`src/rtl/pc_pkg.sv`:
```
package pc_pkg;
  parameter int unsigned ADDR_W = 8;
  typedef logic [ADDR_W-1:0] addr_t;

  localparam addr_t A_FLT_SET  = 8'h20;
  localparam addr_t A_FLT_CLR  = 8'h24;
  localparam addr_t A_FLT_STAT = 8'h28;
  localparam addr_t A_MSK_SET  = 8'h40;
  localparam addr_t A_MSK_CLR  = 8'h44;
  localparam addr_t A_MSK_STAT = 8'h48;
  localparam addr_t A_CHG_STAT = 8'h4C;
endpackage

```
`src/rtl/pc_sync.sv`:
```
module pc_sync #(
  parameter int unsigned W = 32
) (
  input  logic         clk,
  input  logic         rst,
  input  logic [W-1:0] d,
  output logic [W-1:0] q
);
  logic [W-1:0] stage1, stage2;

  always_ff @(posedge clk) begin
    if (rst) begin
      stage1 <= '0;
      stage2 <= '0;
    end else begin
      stage1 <= d;
      stage2 <= stage1;
    end
  end

  assign q = stage2;
endmodule

```
`src/rtl/pc_filter.sv`:
```
module pc_filter #(
  parameter int unsigned W = 32
) (
  input  logic         clk,
  input  logic         rst,
  input  logic [W-1:0] din,
  input  logic [W-1:0] fen,
  output logic [W-1:0] flt,
  output logic [W-1:0] chg
);
  logic [W-1:0] smp;
  logic [W-1:0] acc;
  logic [W-1:0] nxt;

  for (genvar i = 0; i < int'(W); i++) begin : g_bit
    always_comb begin
      if (fen[i]) nxt[i] = (din[i] == smp[i]) ? din[i] : acc[i];
      else        nxt[i] = din[i];
    end


    filt_stable_chk: assert property (@(posedge clk) disable iff (rst)
      ($past(fen[i]) && (acc[i] != $past(acc[i])))
        |-> ((acc[i] == $past(din[i])) && (acc[i] == $past(din[i], 2))));
  end

  always_ff @(posedge clk) begin
    if (rst) begin
      smp <= '0;
      acc <= '0;
    end else begin
      smp <= din;
      acc <= nxt;
    end
  end

  assign flt = acc;
  assign chg = nxt ^ acc;
endmodule

```
`src/rtl/pc_chg_latch.sv`:
```
module pc_chg_latch #(
  parameter int unsigned W = 32
) (
  input  logic         clk,
  input  logic         rst,
  input  logic [W-1:0] chg,
  input  logic         rd_clr,
  output logic [W-1:0] status
);
  always_ff @(posedge clk) begin
    if (rst) status <= '0;
    else     status <= (rd_clr ? '0 : status) | chg;
  end


  chg_latched_chk: assert property (@(posedge clk) disable iff (rst)
    (|chg) |=> ((status & $past(chg)) == $past(chg)));


  rd_clear_chk: assert property (@(posedge clk) disable iff (rst)
    rd_clr |=> ((status & ~$past(chg)) == '0));


  sticky_chk: assert property (@(posedge clk) disable iff (rst)
    !$past(rd_clr) |-> (($past(status) & ~status) == '0));
endmodule

```
`src/rtl/pin_change_irq.sv`:
```
module pin_change_irq
  import pc_pkg::*;
#(
  parameter int unsigned NPINS = 32
) (
  input  logic             clk,
  input  logic             rst,
  input  logic [NPINS-1:0] pins_in,
  input  logic             bus_wr,
  input  logic             bus_rd,
  input  logic [7:0]       bus_addr,
  input  logic [NPINS-1:0] bus_wdata,
  output logic [NPINS-1:0] bus_rdata,
  output logic [NPINS-1:0] pins_filt,
  output logic             irq
);
  localparam logic [NPINS-1:0] ZERO = '0;

  logic [NPINS-1:0] sync_q;
  logic [NPINS-1:0] fen;
  logic [NPINS-1:0] mask;
  logic [NPINS-1:0] chg;
  logic [NPINS-1:0] status;
  logic             rd_clr;

  pc_sync #(.W(NPINS)) u_sync (
    .clk(clk), .rst(rst), .d(pins_in), .q(sync_q)
  );

  pc_filter #(.W(NPINS)) u_filter (
    .clk(clk), .rst(rst), .din(sync_q), .fen(fen), .flt(pins_filt), .chg(chg)
  );

  assign rd_clr = bus_rd && (bus_addr == A_CHG_STAT);

  pc_chg_latch #(.W(NPINS)) u_latch (
    .clk(clk), .rst(rst), .chg(chg), .rd_clr(rd_clr), .status(status)
  );

  always_ff @(posedge clk) begin
    if (rst) begin
      fen  <= '0;
      mask <= '0;
    end else if (bus_wr) begin
      unique case (bus_addr)
        A_FLT_SET: fen  <= fen | bus_wdata;
        A_FLT_CLR: fen  <= fen & ~bus_wdata;
        A_MSK_SET: mask <= mask | bus_wdata;
        A_MSK_CLR: mask <= mask & ~bus_wdata;
        default:   ;
      endcase
    end
  end

  always_ff @(posedge clk) begin
    if (rst) begin
      bus_rdata <= '0;
    end else if (bus_rd) begin
      unique case (bus_addr)
        A_FLT_STAT: bus_rdata <= fen;
        A_MSK_STAT: bus_rdata <= mask;
        A_CHG_STAT: bus_rdata <= status;
        default:    bus_rdata <= ZERO;
      endcase
    end else begin
      bus_rdata <= ZERO;
    end
  end

  always_ff @(posedge clk) begin
    if (rst) irq <= 1'b0;
    else     irq <= |(status & mask);
  end


  mask_set_chk: assert property (@(posedge clk) disable iff (rst)
    (bus_wr && bus_addr == A_MSK_SET) |=> ((mask & $past(bus_wdata)) == $past(bus_wdata)));


  mask_clr_chk: assert property (@(posedge clk) disable iff (rst)
    (bus_wr && bus_addr == A_MSK_CLR) |=> ((mask & $past(bus_wdata)) == ZERO));


  irq_rise_chk: assert property (@(posedge clk) disable iff (rst)
    $rose(irq) |-> $past(|(status & mask)));


  irq_masked_chk: assert property (@(posedge clk) disable iff (rst)
    ((status & mask) == ZERO) |=> !irq);


  rdata_idle_chk: assert property (@(posedge clk) disable iff (rst)
    !bus_rd |=> (bus_rdata == ZERO));
endmodule

```
`config.mk`:
```
export PLATFORM = sky130hd
export DESIGN_NAME = pin_change_irq
export DESIGN_NICKNAME = d
export VERILOG_FILES = /design/src/rtl/pc_pkg.sv /design/src/rtl/pc_sync.sv /design/src/rtl/pc_filter.sv /design/src/rtl/pc_chg_latch.sv /design/src/rtl/pin_change_irq.sv
export SDC_FILE = /design/constraint.sdc
export NUM_CORES = 1
export LEC_CHECK = 0
export ABC_AREA = 1
export CAP_MARGIN = 20
export CORE_ASPECT_RATIO = 1.5
export CORE_MARGIN = 5
export CORE_UTILIZATION = 23
export CTS_CLUSTER_SIZE = 24
export DETAILED_ROUTE_END_ITERATION = 7
export DONT_BUFFER_PORTS = 1
export GPL_TIMING_DRIVEN = 0
export HOLD_SLACK_MARGIN = 0.06
export PLACE_DENSITY = 0.32
export SKIP_CTS_REPAIR_TIMING = 1
export SLEW_MARGIN = 20
export SYNTH_ARGS = -nofsm -noshare
export SYNTH_HDL_FRONTEND = slang
export SYNTH_SLANG_ARGS = --single-unit
```
`constraint.sdc`:
```
create_clock -name clk -period 2.7 [get_ports clk]
set_input_delay 0.135 -clock clk [delete_from_list [all_inputs] [get_ports clk]]
set_output_delay 0.135 -clock clk [all_outputs]
set_load 0.02 [all_outputs]
```
Yosys cells after proc, flatten, opt, wreduce, memory -nomap -nowiden
Index checks and enable logic that the tools add are counted.

word-level totals
  register bits after elaboration = 257
  bits in latches = 0
  bits in writable memories = 0
  memory bits (read-only) = 0
  input bits = 76
  output and inout bits = 65
  word-level logic and storage cells = 132
  memories = 0

cells by class
  $add $sub $neg = 0
  multipliers = 0
  div/mod/pow operators = 0
  $lt $le $gt $ge = 0
  eq/ne operators = 39
  shifts and indexed selects = 0
  multiplexer cells = 68
  bitwise logic cells = 9
  reductions and logical operators = 7

operators with widths
  cell                                                             count
  32-bit one-hot mux with 2 select lines                           2
  32-bit AND                                                       3
  32-bit bitwise OR                                                3
  32-bit one-hot mux with 3 select lines                           1
  1-bit two-way mux                                                64
  1-bit == test                                                    32
  8-bit by 7-bit == test with 1-bit output, second input constant  4
  32-bit two-way mux                                               1
  32-bit inverter                                                  1
  32-bit OR reduction                                              1
  32-bit bitwise XOR                                               1
  8-bit by 6-bit == test with 1-bit output, second input constant  3
  2-bit AND reduction                                              2
  2-bit nonzero test                                               2
  2-bit OR reduction                                               1
  1-bit logical AND                                                1
  1-bit inverter                                                   1

Depth between registers and ports, before layout
  depth in word-level cells = 5
  mapped depth = 10
  mapped depth without buffers = 8

By module
From an unflattened synthesis, not the netlist that was laid out.

unflattened totals
  cell total of the unflattened synthesis = 1571
  area, all modules = 11446.0 um^2

by module, submodules not included
  module          instances  cells each  area an instance (um^2)  sequential area each (um^2)
  pin_change_irq  1          718         4912.2                   1941.9
  pc_filter       1          519         3479.6                   1281.2
  pc_sync         1          199         1840.5                   1281.2
  pc_chg_latch    1          135         1213.7                   640.6

Worst setup path before layout
No wires, ideal clock.

  path kind = input to register
  start point = input port bus_addr[2]
  end point = register u_latch.status[27]
  library setup time = 0.132 ns
  data arrival time = 0.945 ns
  data required time = 2.568 ns
  path slack = 1.622 ns
  cell stages on the path = 7
  path buffers = 2
  cells stage by stage = buf_4 nand2_1 nor2_4 nand3_2 buf_2 nand2_1 a21oi_1

on the way
  longest elaborated chain between the ends = 4

ends and longest elaborated chain
  item                                      RTL line              text
  start, declared                           pin_change_irq.sv:11  input logic [7:0] bus_addr,
  8-bit by 7-bit == test with 1-bit output  pin_change_irq.sv:34  assign rd_clr = bus_rd && (bus_addr == A_CHG_STAT);
  1-bit logical AND                         pin_change_irq.sv:34
  32-bit two-way mux                        pc_chg_latch.sv:12    else status <= (rd_clr ? '0 : status) | chg;
  32-bit bitwise OR                         pc_chg_latch.sv:12
  end signal, assigned                      pc_chg_latch.sv:12
  end, declared                             pc_chg_latch.sv:8     output logic [W-1:0] status

Every way passes these cells.
A chain may end at the register's enable or synchronous reset.

==> out/results.txt <==
Status: complete, no violations
Max-slew violation count: 0
Via count: 9704
Most frequent cell on the critical path: dlygate4sd3_1
Routed length per placed instance: 17.37 um
Area Growth Syn to Fin: 22.71%
Drt initial violations: 469
Crit path capture type: flip-flop
Clk root buf: clkbuf_16
CP max-delay cell: dlygate4sd3_1
Most frequent cells in the layout: 374 x nand2_1, 257 x dfxtp_1, 214 x nand3_1
Crit path max fanout: 9
Final Skew: 10.21 ps
Pwr per Cell Area: 655.6 nW/um^2
Clock sinks: 257
Vias per cell: 4.403
Die Ht: 274.6 um
R2r setup slk: 1480 ps
Routed WL: 38280 um
Worst skew pair latency: 560 ps
Setup TNS: 0 ps
Antenna viol nets, final: 0
Seq/Total Area, Yosys: 47.93%
Ratio of cells with drive above 1 in the final layout: 9.215%
Leak pwr: 0.006011 uW
Worst Max-Slew Pin Slew: 906.6 ps
Initial Utilization: 23.09%
Total GRT Usage: 14.33%
Library cells used by synthesis: 22
CP startpoint: bus_addr[0]
Largest cells by area after synthesis: dfxtp_1 48%, nand2_1 13%, nand3_1 10%, inv_1 7.1%, nor2_1 4.9%
Final setup viols: 0
HPWL Detailed: 27620 um
Die area: 51180 sq um
Final Cycle Share: 83.92%
Mapped Cells: 1485
Final nets: 1660
Die width: 186.4 um
Hold Startpoint: bus_addr[7]
Total power: 8635 uW
Crit path cell chain: dlygate4sd3_1 -> nor2_2 -> dlygate4sd3_1 -> nand3_2 -> dlygate4sd3_1 -> nor3_1 -> nor2_1
Rel. slew slack: 39.56%
Final std cells w/o fill: 2204
Max incr delay on CP: 700 ps
FP Rows: 97
DP Cell Count: 2079
# IOs: 141
Total gr overflow: 0
Mean Syn Cell Area: 7.228 sq um
TritonCTS Buffers: 28
Antenna violations before repair: 6
YS warnings: 0
R2R Path Start: u_filter.flt[22]
Worst setup path class: in -> reg
RSZ-0062 raised after global routing: false
Core ar.: 46480 sq um
VDD IR max: 0.4469 mV
Clk slew on worst S/H paths: 70 ps
H-tree levels: 1
Port Buf Inserts: 0
Mapped cell area: 10730 sq um
Gpl congestion: 0.7890
DRC violations left: 0
Seq cells post-synth: 257
WP data required: 3150 ps
HP Class: in -> reg
Max_cap viols: 0
CP Launch Type: input port
Post-synth top area cell: dfxtp_1
Synthesized Nets: 1561
Drt first pass iters: 5
Most common cell after layout, fill and taps aside: nand2_1
Number of global-route vias before repair: 8979
CTS tree: built
Crit path DAT: 2720 ps
F_max: 441.3 MHz
Clk buf depth: 3
First-pass GRT wire length: 56590 um
Fin crit period: 2266 ps
Yosys top cell area share: 47.93%
Largest net degree at the start of global routing: 15
Final hold violation count: 0
-- final timing paths --
path,endpoint,cells after the start
worst min register to register,u_sync.q[20],2
worst min-delay path,bus_rdata[9],7
worst max-delay path,flip-flop,7
worst max register to register,u_latch.status[22],7
-- synth_stat cells --
master      n
nand3_2     2
o21bai_2   27
o21ai_1     1
nor2_2      3
inv_2       6
nand4_1    33
nor3_1     32
buf_6      15
dfxtp_1   257
inv_1     204
clkbuf_1   21
buf_2      34
buf_4       5
nor2_1    139
a21oi_4     1
o21ai_0    14
nand2_1   374
nor2_4      4
nand2_4     1
a21oi_1    97
nand3_1   214
nand2_2     1
-- per-layer routing --
layer	global-route usage, %	routed length [um]	share of wire (%)	vias to the layer above
li1	-	-	-	4899
met1	16.81	15840	41	4515
met2	25.88	19420	51	233
met3	3.554	2174	5.7	53
met4	4.059	828	2.2	4
met5	0	21	0.055	-
-- through the flow --
step | util [%] | setup slack [ps] | cell area [sq um] | hold WS, ps
3_3_place_gp | 24.69 | 666.6 | 11480 | 243.4
4_1_cts | 26.83 | 1249 | 12470 | -366.9
5_1_grt | 28.33 | 367.8 | 13170 | 86.07
2_1_floorplan | - | 1622 | 10730 | 242.0
3_5_place_dp | 24.69 | 644.8 | 11480 | 245.4
6_report | 28.34 | 434.1 | 13170 | 83.35
-- worst max-delay path, delay by kind of cell --
family,cells,cell delay [ps]
AND/OR/NAND/NOR,4,680
buffers and inverters,3,1900
-- where the power goes --
| part | switching (uW) | internal [uW] | leakage, uW | total (uW) |
|---|---|---|---|---|
| Sequential | 83.2 | 3900 | 0.00210 | 3980 |
| Clock | 1680 | 2460 | 0.000485 | 4140 |
| Combinational | 328 | 181 | 0.00343 | 510 |
-- cell families after synthesis --
kind of cell	after synthesis	synth area share [%]
buffers and inverters	285	11.59
AOI/OAI and AO/OA	140	8.206
DFF	257	47.93
and+or+nand+nor	803	32.28
-- cell type report --
class	instances	area, sq um
fill	5129	33310
sequential	257	5145
multi-input combinational	943	4345
clock buffer	40	847.1
inverter	210	788.3
tap	594	743.2
timing repair buffer	69	690.7
buffer	75	455.4
clock inverter	12	146.4
antenna	4	10.01
Note: power is estimated with default switching activity, not from simulation.
